--- src/rtl/gcm_ctr_pkg.sv ---
package gcm_ctr_pkg;

   typedef enum logic [2:0] {
      OP_HOLD      = 3'd0,
      OP_CLEAR     = 3'd1,
      OP_LOAD_DATA = 3'd2,
      OP_LOAD_TAG  = 3'd3,
      OP_STEP      = 3'd4
   } ctr_op_e;

   function automatic logic op_writes(ctr_op_e op);
      return op != OP_HOLD;
   endfunction

endpackage

--- src/rtl/gcm_ctr_arb.sv ---
module gcm_ctr_arb
   import gcm_ctr_pkg::*;
(
   input  logic    clr_i,
   input  logic    ld_data_i,
   input  logic    ld_tag_i,
   input  logic    step_i,
   output ctr_op_e op_o
);

   // Fixed priority: clear > data load > tag load > step
   always_comb begin
      if (clr_i)          op_o = OP_CLEAR;
      else if (ld_data_i) op_o = OP_LOAD_DATA;
      else if (ld_tag_i)  op_o = OP_LOAD_TAG;
      else if (step_i)    op_o = OP_STEP;
      else                op_o = OP_HOLD;
   end

   always_comb begin
      assert ($onehot0({clr_i, ld_data_i, ld_tag_i, step_i}) == 1'b0 ||
              op_o != OP_HOLD || !(clr_i | ld_data_i | ld_tag_i | step_i))
         else $error("a_r7_single_cmd_selected failed");
   end

endmodule

--- src/rtl/gcm_ctr_inc.sv ---
module gcm_ctr_inc #(
   parameter int W       = 32,
   parameter int STYLE   = 1,
   parameter int CHUNK_W = 8
) (
   input  logic [W-1:0] val_i,
   output logic [W-1:0] val_o
);

   localparam int NCH = (STYLE == 1) ? (W / CHUNK_W) : 1;

   generate
      if (STYLE == 0) begin : g_adder
         assign val_o = val_i + W'(1);
      end else begin : g_chunked
         logic [NCH-1:0] cy;
         assign cy[0] = 1'b1;
         for (genvar k = 0; k < NCH; k++) begin : g_slice
            assign val_o[k*CHUNK_W +: CHUNK_W] =
               val_i[k*CHUNK_W +: CHUNK_W] + CHUNK_W'(cy[k]);
            if (k < NCH - 1) begin : g_carry
               assign cy[k+1] = cy[k] & (&val_i[k*CHUNK_W +: CHUNK_W]);
            end
         end
      end
   endgenerate

endmodule

--- src/rtl/gcm_ctr_reg.sv ---
module gcm_ctr_reg
   import gcm_ctr_pkg::*;
#(
   parameter int IV_W        = 96,
   parameter int CTR_W       = 32,
   parameter int DATA_SUFFIX = 2,
   parameter int TAG_SUFFIX  = 1
) (
   input  logic                  clk,
   input  logic                  rst_n,
   input  ctr_op_e               op_i,
   input  logic [IV_W-1:0]       iv_i,
   input  logic [CTR_W-1:0]      inc_i,
   output logic [IV_W+CTR_W-1:0] blk_o,
   output logic                  upd_o
);

   localparam int BLK_W = IV_W + CTR_W;
   localparam logic [CTR_W-1:0] DSUF = CTR_W'(DATA_SUFFIX);
   localparam logic [CTR_W-1:0] TSUF = CTR_W'(TAG_SUFFIX);

   logic [BLK_W-1:0] nxt;

   always_comb begin
      unique case (op_i)
         OP_CLEAR:     nxt = '0;
         OP_LOAD_DATA: nxt = {iv_i, DSUF};
         OP_LOAD_TAG:  nxt = {iv_i, TSUF};
         OP_STEP:      nxt = {blk_o[BLK_W-1:CTR_W], inc_i};
         default:      nxt = blk_o;
      endcase
   end

   always_ff @(posedge clk) begin
      if (!rst_n) begin
         blk_o <= '0;
         upd_o <= 1'b0;
      end else begin
         blk_o <= nxt;
         upd_o <= op_writes(op_i);
      end
   end

   // a step never disturbs the IV bits, even on wrap
   a_r6_iv_kept_on_step: assert property (@(posedge clk) disable iff (!rst_n)
      op_i == OP_STEP |=> blk_o[BLK_W-1:CTR_W] == $past(blk_o[BLK_W-1:CTR_W]));

endmodule

--- src/rtl/gcm_ctr_gen.sv ---
module gcm_ctr_gen
   import gcm_ctr_pkg::*;
#(
   parameter int IV_W        = 96,
   parameter int CTR_W       = 32,
   parameter int DATA_SUFFIX = 2,
   parameter int TAG_SUFFIX  = 1,
   parameter int INC_STYLE   = 1,
   parameter int CHUNK_W     = 8
) (
   input  logic                  clk,
   input  logic                  rst_n,
   input  logic                  clr_i,
   input  logic                  ld_data_i,
   input  logic                  ld_tag_i,
   input  logic                  step_i,
   input  logic [IV_W-1:0]       iv_i,
   output logic [IV_W+CTR_W-1:0] ctr_o,
   output logic                  upd_o
);

   localparam int BLK_W = IV_W + CTR_W;

   generate
      if (CTR_W < 2) begin : g_chk_w
         $error("CTR_W must be at least 2");
      end
      if (DATA_SUFFIX == TAG_SUFFIX) begin : g_chk_suf
         $error("DATA_SUFFIX and TAG_SUFFIX must differ");
      end
      if (INC_STYLE == 1 && (CTR_W % CHUNK_W) != 0) begin : g_chk_chunk
         $error("CHUNK_W must divide CTR_W");
      end
      if (INC_STYLE != 0 && INC_STYLE != 1) begin : g_chk_style
         $error("INC_STYLE must be 0 or 1");
      end
   endgenerate

   ctr_op_e          op;
   logic [CTR_W-1:0] inc;

   gcm_ctr_arb u_arb (
      .clr_i     (clr_i),
      .ld_data_i (ld_data_i),
      .ld_tag_i  (ld_tag_i),
      .step_i    (step_i),
      .op_o      (op)
   );

   gcm_ctr_inc #(.W(CTR_W), .STYLE(INC_STYLE), .CHUNK_W(CHUNK_W)) u_inc (
      .val_i (ctr_o[CTR_W-1:0]),
      .val_o (inc)
   );

   gcm_ctr_reg #(
      .IV_W(IV_W), .CTR_W(CTR_W),
      .DATA_SUFFIX(DATA_SUFFIX), .TAG_SUFFIX(TAG_SUFFIX)
   ) u_reg (
      .clk   (clk),
      .rst_n (rst_n),
      .op_i  (op),
      .iv_i  (iv_i),
      .inc_i (inc),
      .blk_o (ctr_o),
      .upd_o (upd_o)
   );

   a_r2_clear: assert property (@(posedge clk) disable iff (!rst_n)
      clr_i |=> ctr_o == '0);

   a_r3_load_data: assert property (@(posedge clk) disable iff (!rst_n)
      (!clr_i && ld_data_i) |=> ctr_o == {$past(iv_i), CTR_W'(DATA_SUFFIX)});

   a_r4_load_tag: assert property (@(posedge clk) disable iff (!rst_n)
      (!clr_i && !ld_data_i && ld_tag_i) |=>
         ctr_o == {$past(iv_i), CTR_W'(TAG_SUFFIX)});

   a_r5_step: assert property (@(posedge clk) disable iff (!rst_n)
      (!clr_i && !ld_data_i && !ld_tag_i && step_i) |=>
         ctr_o[CTR_W-1:0] == CTR_W'($past(ctr_o[CTR_W-1:0]) + 1'b1));

   a_r8_hold: assert property (@(posedge clk) disable iff (!rst_n)
      !(clr_i || ld_data_i || ld_tag_i || step_i) |=> $stable(ctr_o) && !upd_o);

   a_r9_upd: assert property (@(posedge clk) disable iff (!rst_n)
      (clr_i || ld_data_i || ld_tag_i || step_i) |=> upd_o);

   a_r1_reset: assert property (@(posedge clk)
      !rst_n |=> ctr_o == '0 && !upd_o);

   logic unused_blk;
   assign unused_blk = ^ctr_o[BLK_W-1:BLK_W-1];

endmodule

--- config.mk ---
export PLATFORM = sky130hd
export DESIGN_NAME = gcm_ctr_gen
export DESIGN_NICKNAME = d
export VERILOG_FILES = /design/src/rtl/gcm_ctr_pkg.sv /design/src/rtl/gcm_ctr_arb.sv /design/src/rtl/gcm_ctr_inc.sv /design/src/rtl/gcm_ctr_reg.sv /design/src/rtl/gcm_ctr_gen.sv
export SDC_FILE = /design/constraint.sdc
export NUM_CORES = 1
export LEC_CHECK = 0
export BUFFER_PORTS_ARGS = -buffer_cell sky130_fd_sc_hd__buf_2
export CAP_MARGIN = 15
export CORE_AREA = 2 2 135 110
export CTS_BUF_LIST = sky130_fd_sc_hd__clkbuf_2 sky130_fd_sc_hd__clkbuf_4 sky130_fd_sc_hd__clkbuf_8
export CTS_CLUSTER_SIZE = 8
export DETAILED_ROUTE_END_ITERATION = 8
export DIE_AREA = 0 0 137 112
export PLACE_DENSITY_LB_ADDON = 0.12
export RECOVER_POWER = 50
export SETUP_SLACK_MARGIN = 0.05
export SLEW_MARGIN = 20
export SYNTH_ARGS = -nofsm -noshare
export SYNTH_HDL_FRONTEND = slang
export SYNTH_HIERARCHICAL = 1
export SYNTH_SLANG_ARGS = --single-unit
--- constraint.sdc ---
create_clock -name clk -period 2 [get_ports clk]
set_clock_uncertainty 0.1 [all_clocks]
set_input_delay 0.5 -clock clk [delete_from_list [all_inputs] [get_ports clk]]
set_output_delay 0.5 -clock clk [all_outputs]
set_load 0.02 [all_outputs]
==> results summary, run 1 <==
The flow ran to the end, but the final reports show violations. The checks that failed: negative setup slack. Counting flops with a built-in enable in the synthesized netlist gives 0. The cell area power density came out at 781 mW/mm^2. The leakage power total is 3.28 nW. The path class of the tightest hold or removal check is primary input to flip-flop. The fraction of post-synthesis cell area in the top cell type by area is 46.9%. The count of antenna diodes in the layout is 0. By area the synthesized netlist is led by dfxtp_1 47%, nor2b_1 11%, a22oi_2 9.1%. The TritonCTS clock tree is built. Among all flip-flop cells after synthesis, the most frequent one is dfxtp_1.

The cell family contributing the most delay on the critical path is simple AND/OR/NAND/NOR gates. The count of antenna-violating nets left after detailed routing came out at 0. Counting tap cells, the placed design contains a total of 969 instances. The first-iteration detailed-routing DRC count came out at 315. The post-route total power came out at 5.95 mW. The kind of capture point of the worst setup path is a flip-flop. Of all cell types, the one taking the most synthesized area is dfxtp_1. The post-synthesis register bit count is 129. The library cell contributing the largest single delay on the critical path is dfxtp_4. CTS saw 129 sinks. The worst register-to-register path has a setup slack of -20 ps. The worst register-to-register path begins at u_reg/blk_o[20]$_SDFFE_PN0P_. The area of all placed cells without fillers is 0.00762 mm^2. Counting every net in the synthesized netlist gives 662. The total of max-cap violations came out at 0. For this run, the number of standard cells in the final layout without fillers is 1002. Counting buffers and inverters, the worst setup path is 9 cells deep. Setup repair after global routing could not meet its margin everywhere. 231 I/O pins were placed. The startpoint identified for the worst hold timing path is iv_i[40].

In the final routed layout, each cell accounts on average for 14.9 um. The largest buffer count on any clock path came out at 2. The post-route clock period utilization is 101%. IR analysis of the VDD net gives a maximum drop of 0.450 mV.

The end of the worst hold path is u_reg/blk_o[72]$_SDFFE_PN0P_. The worst register-to-register path ends at u_reg/blk_o[26]$_SDFFE_PN0P_. Data arrives at the worst endpoint at 2290 ps.

The mapped netlist covers 0.00551 mm^2. After detailed routing, the met3 layer carries 1150 um of wire. Wire segments on met2 add up to 7180 um in the final route. The insertion delay of the later-clocked pin in the worst-skew pair is 440 ps. The first-pass iteration count of the detailed router is 4.

The final layout contains 914 nets. The worst-margin pin slew came out at 482 ps. The distinct cell type count after synthesis is 33. The HPWL after detailed placement is 10600 um.

The initial antenna violation count is 1. The critical path data required time is 2270 ps. Global routing used 19.5% of the available tracks across all layers.

The number of cells on the worst hold path is 3. Yosys printed 6 warnings. The global-route wire length before repair came out at 23600 um. Detailed routing inserted a total of 4923 vias. The maximum frequency from static timing analysis came out at 494 MHz. The proportion of register bits with asynchronous set or reset after synthesis came out at 0%. Routed signal wires occupy layers up through met4. The H-tree was split into 4 levels. The initial core utilization is 39.2%. The total negative slack is -23.1 ps. The post-detailed-placement cell area came out at 0.00715 mm^2. The final hold violation count came to 0. The worst pin sits at a relative slew slack of 67.9%.

Entering global routing, the biggest net connects 65 pins. The total wirelength of the detailed-routed design came out at 14900 um. The biggest fanout along the worst timing path came out at 3.

The biggest cell delay along the critical path came out at 340 ps. Compared with the post-synthesis result, the final layout area differs by 38.4%. A synthesized cell averages 9.96 um^2. The final-report max-slew violation count came out at 0. The overflow left after global routing is 0. Dividing the detail-routed via count by the number of cells gives 4.91.

Clock-pin slew was measured on the worst setup and hold paths at 70 ps. Input and output buffers added on the ports amount to 230. Routability-driven placement finished with a final weighted congestion of 0.782. The share of final-layout standard cells stronger than drive strength 1 came out at 45.1%. The overall die height came out at 112 um.

The sequential share of the synthesized area came out at 46.9%. The signal on the critical path passes through and4_4, nand3_2, nor4_2, ha_2, ha_4, buf_6, xor2_1, nand2_1, o22ai_2. The number of clock buffers inserted by TritonCTS is 17. The region available for standard cell placement spans 0.0141 mm^2. The root buffer cell is clkbuf_8.

The critical path is of the flip-flop to flip-flop type. The number of endpoints failing setup at the final stage is 1. The final critical delay including setup and external delays came out at 2020 ps. The die covers 0.0153 mm^2. The met1 layer wirelength in the final routing is 6350 um.

The detailed-route DRC error count came out at 0. The worst setup path is launched from a flip-flop. The number of global-route vias before repair is 4819.

Counting both buffers and inverters, the worst setup path holds a total of 1. The final setup slack of the worst path is -23.1 ps. The synthesized netlist cell count is 553. The depth of the worst register-to-register path is 9. The width of the die came out at 137 um. The floorplan has 39 rows.
## worst reg2reg max path, cell delays in order, from the launching register on
cell     delay [ps]
dfxtp_4         340
and4_4          240
nand3_2          70
nor4_2          280
ha_2            280
ha_4            170
buf_6            90
xor2_1          150
nand2_1          80
o22ai_2         160
## Yosys cell counts (2+ instances only)
master      n
dfxtp_1   129
nor2b_1    97
nand2_1    68
a22oi_1    56
a22oi_2    40
o22ai_1    31
buf_2      18
xnor2_1    18
clkbuf_1   17
nand3_1    13
buf_6      12
ha_1        7
xor2_1      7
nand4_1     6
inv_1       5
nor2_1      5
a21oi_1     3
and3_1      3
nor3_1      3
and4_1      2
## stage by stage
step / hold WS [ps] / util (%) / setup slack, ps
2_1_floorplan: 412 / - / 31.8
5_1_grt: 180 / 54.2 / -139
3_3_place_gp: 373 / 50.9 / -8.10
4_1_cts: 177 / 54.7 / -0.622
3_5_place_dp: 378 / 50.9 / -7.07
6_report: 212 / 54.2 / -23.1
## final cells by class
type / instances / area [um^2]
Clock inverter: 9 / 154
Timing Repair Buffer: 281 / 1560
Inverter: 5 / 18.8
Tap cell: 184 / 230
Fill cell: 1321 / 6440
Multi-Input combinational cell: 371 / 2740
Clock buffer: 23 / 298
Sequential cell: 129 / 2620
## power by group
| part | total (mW) | switching, mW | internal, mW |
|---|---|---|---|
| clock | 2.50 | 1.00 | 1.50 |
| combinational | 0.745 | 0.439 | 0.306 |
| sequential | 2.70 | 0.0512 | 2.65 |
| total | 5.95 | 1.49 | 4.46 |
## worst max-delay path by stage
stage	startpoint	slack [ps]	endpoint
after floorplan	u_reg/blk_o[20]$_SDFFE_PN0P_	30	u_reg/blk_o[28]$_SDFFE_PN0P_
after global placement	u_reg/blk_o[20]$_SDFFE_PN0P_	-8	u_reg/blk_o[31]$_SDFFE_PN0P_
after detailed placement	u_reg/blk_o[3]$_SDFFE_PN0P_	-7	u_reg/blk_o[20]$_SDFFE_PN0P_
after CTS	u_reg/blk_o[3]$_SDFFE_PN0P_	-0.6	u_reg/blk_o[20]$_SDFFE_PN0P_
after global routing	u_reg/blk_o[19]$_SDFFE_PN0P_	-140	u_reg/blk_o[31]$_SDFFE_PN0P_
final	u_reg/blk_o[20]$_SDFFE_PN0P_	-20	u_reg/blk_o[26]$_SDFFE_PN0P_
## cell families after synthesis
kind of cell,synth area share (%)
flip-flops,46.9
multiplexers,0.205
AND/OR/NAND/NOR,20.3
adder cells (fa/ha/maj),1.59
XOR/XNOR,3.98
AO/OA/AOI/OAI,21.3
buffers and inverters,5.73
## sequential cells by signal, summed over array words and instances (netlist names)
| name | flops |
|---|---|
| u_reg/upd_o | 1 |
| u_reg/blk_o | 128 |
## metal layers
metal | track usage [%] | vias up
met5 | 0 | -
met4 | 7.63 | 0
met3 | 7.10 | 20
met2 | 31.4 | 169
met1 | 23.7 | 2284
li1 | - | 2450
## repair_timing
| item | CTS | global route |
|---|---|---|
| pin swaps | 5 | 5 |
| setup buffers | 1 | 0 |
| endpoints found under the setup margin | 9 | 15 |
| gates resized for setup | 19 | 11 |
| hold buffers | 0 | 0 |
## layout by cell type, fill, tap and decap left out, types with 2 or more instances in the layout
master	Yosys	final
buf_4	1	34
a21oi_1	3	3
xnor2_2	0	3
buf_6	12	3
nand2_1	68	67
dfxtp_2	0	5
xor2_1	7	7
clkbuf_4	0	6
a22oi_1	56	61
nand4_1	6	6
o22ai_2	0	2
bufinv_16	0	4
clkinvlp_4	0	2
inv_1	5	5
buf_2	18	210
o22ai_1	31	29
nor2_1	5	3
ha_4	0	4
xnor2_1	18	15
and4_4	1	2
a22oi_2	40	35
ha_2	0	3
and3_1	3	3
clkbuf_8	0	20
nand3_1	13	6
clkinv_2	0	2
buf_12	0	5
clkbuf_1	17	25
dfxtp_1	129	116
nor2b_1	97	97
nand3_2	0	6
dfxtp_4	0	8
No activity file was read; power rests on OpenSTA's default activity.
==> run 2, diff against run 1 <==
Settings changed: BUFFER_PORTS_ARGS -buffer_cell sky130_fd_sc_hd__buf_2 to not set, DONT_BUFFER_PORTS set to 1.
==> run 2 against run 1 <==
Setup slack worse by 59 ps. Clock-buffer cell count stayed put. Non-clock buffer count is 230 lower. Global-route usage is 2.1 points lower. The flow still finishes with violations (negative setup slack). Flip-flop and latch count stayed put. Register-to-register slack worse by 60 ps. Routed wire length is 7.8% lower. Cell area is 16% lower. Via count is 17% lower. Critical path depth stayed put. Maximum frequency is 2.8% lower. Final cell count is 23% lower.
==> results summary, run 2 (synthesis results as in run 1) <==
The number of vias after detailed routing came out at 4107 (was 4923). The largest buffer count on any clock path came out at 2 (unchanged). The total number of nets in the final design is 684 (was 914). The clock-pin transition on the worst setup and hold timing paths came out at 80 ps (was 70 ps). The initial core utilization is 39.2% (unchanged).

The final-report max-slew violation count is 0 (unchanged). The headroom to the max-slew limit came out at 61.2% (was 67.9%). Outcome: finished with violations (unchanged).

The signal arrival time at the worst endpoint came out at 2360 ps (was 2290 ps). The total number of clock tree sinks is 129 (unchanged). The maximum frequency from static timing analysis came to 480 MHz (was 494 MHz).

The critical path start-end classification is flip-flop to flip-flop (unchanged). The worst-margin pin slew is 575 ps (was 482 ps). The insertion delay of the later-clocked pin in the worst-skew pair is 440 ps (about the same).

The biggest fanout along the worst timing path came out at 3 (unchanged). The share of final-layout standard cells stronger than drive strength 1 came to 23.5% (was 45.1%). The timing startpoint of the critical path was u_reg/blk_o[18]$_SDFFE_PN0P_ (was u_reg/blk_o[20]$_SDFFE_PN0P_). Violations in the final reports: negative setup slack (unchanged). The post-route clock period utilization came out at 104% (was 101%). The area of all placed cells without fillers is 0.00640 mm^2 (was 0.00762 mm^2). The register ranked first by flip-flop count is u_reg/blk_o (unchanged).

The placement row count came out at 39 (unchanged). The width of the die came out at 137 um (unchanged). The area of the die came out at 0.0153 mm^2 (unchanged). The root buffer cell was clkbuf_8 (unchanged). The number of instances in the placed design came out at 734 (was 969).

The number of hold buffers added after cts came out at 0 (unchanged). The post-detailed-placement cell area is 0.00589 mm^2 (was 0.00715 mm^2). The critical path data required time is 2280 ps (was 2270 ps). The final setup slack of the worst path came out at -82.0 ps (was -23.1 ps). Commonest non-fill, non-tap cells in the layout: 116 x dfxtp_1, 97 x nor2b_1, 85 x a22oi_1 (was 210 x buf_2, 116 x dfxtp_1, 97 x nor2b_1).

The number of H-tree levels is 4 (unchanged). The capture point of the critical path is u_reg/blk_o[26]$_SDFFE_PN0P_ (unchanged). The worst hold path startpoint is rst_n (was iv_i[40]). The total wirelength of the detailed-routed design came to 13800 um (was 14900 um). The growth of design area from synthesis to finish was 16.2% (was 38.4%). The HPWL after detailed placement is 9170 um (was 10600 um). The register-to-register setup slack came out at -80 ps (was -20 ps).

The reg-to-reg critical path endpoint is u_reg/blk_o[26]$_SDFFE_PN0P_ (unchanged). The count of antenna diodes in the layout is 0 (unchanged). The total of max-cap violations came out at 0 (unchanged). The final critical delay including setup and external delays came out at 2080 ps (was 2020 ps). The kind of capture point of the worst setup path is a flip-flop (unchanged). The overall die height was 112 um (unchanged). The commonest non-fill, non-tap cell in the layout is dfxtp_1 (was buf_2). Setup repair after global routing missed its margin: yes (unchanged). The maximum vdd ir drop is 0.579 mV (was 0.450 mV). Largest registers ranked by flip-flop count: u_reg/blk_o (128), u_reg/upd_o (1) (unchanged). The number of endpoints failing setup at the final stage is 7 (was 1).

The largest net degree at the start of global routing came out at 162 (was 65). The first-iteration detailed-routing DRC count is 251 (was 315). The leakage power total came out at 2.29 nW (was 3.28 nW). The count of buffers inserted at the top-level ports is 0 (was 230). The cell area power density came out at 874 mW/mm^2 (was 781 mW/mm^2).

The number of top-level design ports came to 231 (unchanged). The overflow left after global routing is 0 (unchanged). The all-layer global routing usage came to 17.5% (was 19.5%). The flip-flop count of the largest register after layout is 128 (unchanged). The number of global-route vias before repair is 4004 (was 4819).

The depth of the worst register-to-register path came out at 9 (unchanged). The sort of element at the start of the critical path is a flip-flop (unchanged). The detailed-route DRC error count is 0 (unchanged). The number of standard cells in the final layout excluding fillers came to 772 (was 1002). The path class of the lowest-slack min-delay path is primary input to flip-flop (unchanged). The global-route wire length before repair came out at 20800 um (was 23600 um). The initial antenna violation count is 0 (was 1). The TritonCTS clock tree was built (unchanged). The detail-routed net length per standard cell was 17.8 um (was 14.9 um). The number of clock buffers inserted by TritonCTS is 17 (unchanged). The number of vias per cell is 5.32 (was 4.91). The origin of the critical flop-to-flop path was u_reg/blk_o[18]$_SDFFE_PN0P_ (was u_reg/blk_o[20]$_SDFFE_PN0P_). The area inside the core boundary is 0.0141 mm^2 (unchanged). The weighted congestion at the end of routability-driven global placement came out at 0.754 (was 0.782).

The final hold violation count came out at 0 (unchanged). The count of antenna-violating nets left after detailed routing came out at 0 (unchanged). The first-pass iteration count of the detailed router came out at 4 (unchanged).
[run 2: cell count changes in the layout (fill, tap and decap cells not counted), moves of 2 or more]
cell      delta
buf_12       -2
clkbuf_2     +3
nand3_4      +4
a22oi_2     -24
a22oi_1     +24
clkbuf_4     -3
buf_2      -210
nand3_2      -3
ha_4         +2
ha_2         -2
clkbuf_1    -22
buf_4        +3
[run 2: per-stage QoR]
| step | setup slack (ps) | util, % | hold slack [ps] | total power, mW | setup TNS (ps) |
|---|---|---|---|---|---|
| 6_report | -82.0 | 45.5 | 91.6 | 5.59 | -329 |
| 5_1_grt | -201 | 45.5 | 54.1 | 5.84 | -2620 |
| 4_1_cts | -122 | 45.7 | 54.1 | 5.70 | -581 |
| 3_5_place_dp | -93.2 | 41.9 | 448 | 3.29 | -370 |
| 3_3_place_gp | -63.8 | 41.9 | 437 | 3.28 | -78.0 |
| 2_1_floorplan | 31.8 | - | 412 | 3.24 | 0 |
[run 2: area by class of cell]
type | count | area [um^2]
fill | 1345 | 7650
multi-input combinational | 371 | 2690
sequential | 129 | 2620
timing repair buffer | 51 | 410
clock buffer | 23 | 304
tap | 184 | 230
clock inverter | 9 | 129
inverter | 5 | 21.3
[run 2: how the worst min path moves through the flow]
stage                                         endpoint  slack, ps  cells after the start
final                     u_reg/blk_o[51]$_SDFFE_PN0P_         90                      1
after global placement    u_reg/blk_o[27]$_SDFFE_PN0P_        440                      2
after CTS                 u_reg/blk_o[45]$_SDFFE_PN0P_         50                      1
after floorplan           u_reg/blk_o[16]$_SDFFE_PN0P_        410                      2
after global routing      u_reg/blk_o[49]$_SDFFE_PN0P_         50                      1
after detailed placement  u_reg/blk_o[27]$_SDFFE_PN0P_        450                      2
[run 2: layer usage]
metal	track usage [%]	wire length, um	vias to the layer above
met3	7.65	1390	16
met4	6.80	192	0
met1	20.4	5520	1935
li1	-	-	1989
met5	0	0	-
met2	28.1	6680	167
[run 2: where the power goes]
part	switching (mW)	internal, mW	total, mW
Clock	1.02	1.39	2.41
Combinational	0.195	0.158	0.353
Sequential	0.179	2.65	2.83
Total	1.39	4.20	5.59
[run 2: repair_timing]
item                                    4_1_cts  5_1_grt
buffers inserted                              3        3
resized for setup                            15       25
endpoints found under the setup margin       12       16
pin swaps                                    11       33
[run 2: critical path: stages, from the launching register on]
cell	delay, ps
dfxtp_4	350
and4_4	250
nand3_4	90
nor4_4	280
ha_2	280
ha_4	170
buf_4	110
xor2_1	150
nand2_1	70
o22ai_1	150
==> run 3, diff against run 2 <==
Clock period 2 ns to 2.58 ns, I/O delays scaled along.
==> run 3 against run 2 <==
The flow now finishes without violations. Combinational power down 21%. Clock power down 27%. Die area unchanged. Global-route usage down 1.6 points. Worst hold slack better by 160 ps. Cell area down 5.3%. Clock-buffer cell count down 3. Sequential share of layout area up 1.7 points.
==> results summary, run 3 (synthesis results as in run 1) <==
Outcome: complete, no violations (was finished with violations). The insertion delay of the later-clocked pin in the worst-skew pair is 420 ps (was 440 ps). The number of standard cells in the final layout excluding fillers is 752 (was 772). The register ranked first by flip-flop count is u_reg/blk_o (unchanged). The number of clock buffers inserted by TritonCTS came out at 17 (unchanged).

The TritonCTS clock tree is built (unchanged). The first-pass iteration count of the detailed router came out at 4 (unchanged). The number of H-tree levels came out at 4 (unchanged). The total number of nets in the final design is 665 (was 684). The kind of capture point of the worst setup path was a flip-flop (unchanged). The placement row count came out at 39 (unchanged). The maximum vdd ir drop is 0.366 mV (was 0.579 mV).

The critical path start-end classification is primary input to flip-flop (was flip-flop to flip-flop). The area of the die is 0.0153 mm^2 (unchanged). The number of hold buffers added after cts is 0 (unchanged). Largest registers ranked by flip-flop count: u_reg/blk_o (128), u_reg/upd_o (1) (unchanged). The maximum frequency from static timing analysis is 436 MHz. The portion of total power attributed to sequential cells is 51.9% (was 50.6%). The total of max-cap violations is 0 (unchanged).

The pre-CTS setup slack is 369 ps (was -93.2 ps). The commonest non-fill, non-tap cell in the layout is dfxtp_1 (unchanged). The post-route total power came out at 4.25 mW (was 5.59 mW). The worst-margin pin slew came to 831 ps (was 575 ps). The count of antenna diodes in the layout came to 0 (unchanged). The number of vias after detailed routing came to 4028 (was 4107).

The headroom to the max-slew limit is 44.6% (was 61.2%). The leakage power total came out at 2.11 nW (was 2.29 nW). The final-report max-slew violation count came out at 0 (unchanged). The post-route clock period utilization is 88.8%. The buffers inserted during post-CTS setup optimization is 0 (was 3). The sort of element at the start of the critical path is a primary input (was flip-flop). The number of endpoints failing setup at the final stage is 0 (was 7). The final setup slack of the worst path is 289 ps (was -82.0 ps).

The largest buffer count on any clock path is 2 (unchanged). The growth of design area from synthesis to finish is 10.0% (was 16.2%). The share of final-layout standard cells stronger than drive strength 1 came to 17.4% (was 23.5%).

The number of global-route vias before repair came out at 3682 (was 4004). The net switching share of the total power came out at 24.9% (about the same). The count of antenna-violating nets left after detailed routing was 0 (unchanged). The count of instances resized after the clock tree is built is 0 (was 15). The total number of clock tree sinks was 129 (unchanged). The flip-flop count of the largest register after layout is 128 (unchanged).

The global-route wire length before repair is 19200 um (was 20800 um). The count of buffers inserted at the top-level ports is 0 (unchanged). The share of total power in the clock network is 41.5% (was 43.1%). The critical path data required time came out at 2750 ps (was 2280 ps). The number of top-level design ports came out at 231 (unchanged). The total wirelength of the detailed-routed design came out at 12800 um (was 13800 um). The all-layer global routing usage came out at 15.9% (was 17.5%). The cell area power density came out at 701 mW/mm^2 (was 874 mW/mm^2).

The number of fillers in the final layout came out at 1360 (was 1345). The final critical delay including setup and external delays came out at 2290 ps. The number of instances in the placed design is 721 (was 734). The signal arrival time at the worst endpoint came out at 2460 ps (was 2360 ps). The detail-routed net length per standard cell came out at 17.1 um (was 17.8 um). The weighted congestion at the end of routability-driven global placement is 0.722 (was 0.754). The HPWL after detailed placement is 8550 um (was 9170 um). The cell-internal power was 3.19 mW (was 4.20 mW). The root buffer cell is clkbuf_8 (unchanged).

The initial core utilization came out at 39.2% (unchanged). The initial antenna violation count came out at 0 (unchanged). The largest net degree at the start of global routing came to 162 (unchanged). The clock-pin transition on the worst setup and hold timing paths came out at 70 ps (was 80 ps).

The net switching power is 1.06 mW (was 1.39 mW). The final hold violation count came to 0 (unchanged). Commonest non-fill, non-tap cells in the layout: 129 x dfxtp_1, 97 x nor2b_1, 68 x nand2_1 (was 116 x dfxtp_1, 97 x nor2b_1, 85 x a22oi_1). The biggest fanout along the worst timing path is 30 (was 3). The area inside the core boundary is 0.0141 mm^2 (unchanged). The first-iteration detailed-routing DRC count is 226 (was 251). The overflow left after global routing is 0 (unchanged).

The total negative slack is 0 ps (was -329 ps). The number of vias per cell is 5.36 (was 5.32). The proportion of power drawn by combinational gates is 6.6% (was 6.3%).

The detailed-route DRC error count was 0 (unchanged). The width of the die is 137 um (unchanged). The path class of the lowest-slack min-delay path is primary input to flip-flop (unchanged).

The overall die height is 112 um (unchanged). Setup repair after global routing missed its margin: no (was yes).
==> run 3: cell type report <==
class | count | area [um^2] | area share (%)
clock buffer | 20 | 269 | 4.44
clock inverter | 11 | 138 | 2.27
tap | 184 | 230 | 3.80
inverter | 5 | 18.8 | 0.310
sequential | 129 | 2580 | 42.6
timing repair buffer | 32 | 256 | 4.23
multi-input combinational | 371 | 2560 | 42.3
==> run 3: worst paths after layout <==
path | from | to | slack [ps] | cells past startpoint
setup / recovery | ld_tag_i | u_reg/blk_o[3]$_SDFFE_PN0P_ | 290 | 5
setup reg to reg | u_reg/blk_o[0]$_SDFFE_PN0P_ | u_reg/blk_o[31]$_SDFFE_PN0P_ | 350 | 9
hold reg to reg | u_reg/blk_o[24]$_SDFFE_PN0P_ | u_reg/blk_o[24]$_SDFFE_PN0P_ | 520 | 2
hold / removal | rst_n | u_reg/blk_o[47]$_SDFFE_PN0P_ | 250 | 1
==> run 3: power by group through the flow <==
stage                     registers, mW  clock network (mW)  logic [mW]
after floorplan                    2.24                   0       0.286
after global placement             2.25                   0       0.285
after detailed placement           2.25                   0       0.294
after CTS                          2.21                1.83       0.294
after global routing               2.21                1.92       0.310
final                              2.20                1.76       0.279
==> run 3: per-layer routing <==
metal / wire, um / vias up / GRT usage (%)
met1: 5380 / 1878 / 19.0
met4: 210 / 0 / 6.53
met2: 5850 / 183 / 24.9
li1: - / 1950 / -
met3: 1400 / 17 / 6.92
met5: 0 / - / 0
==> run 3: worst max-delay path, cell delays in order <==
cell,delay [ps]
nor4b_1,480
clkbuf_1,440
xnor2_2,160
clkbuf_2,560
o22ai_1,160
==> run 3: per-stage QoR <==
stage / area (um^2) / hold WS (ps) / utilization [%]
CTS: 6130 / 210 / 43.6
global placement: 5730 / 501 / 40.7
floorplan: 5510 / 461 / -
finish: 6060 / 254 / 43.1
global route: 6060 / 211 / 43.1
detailed placement: 5730 / 509 / 40.7
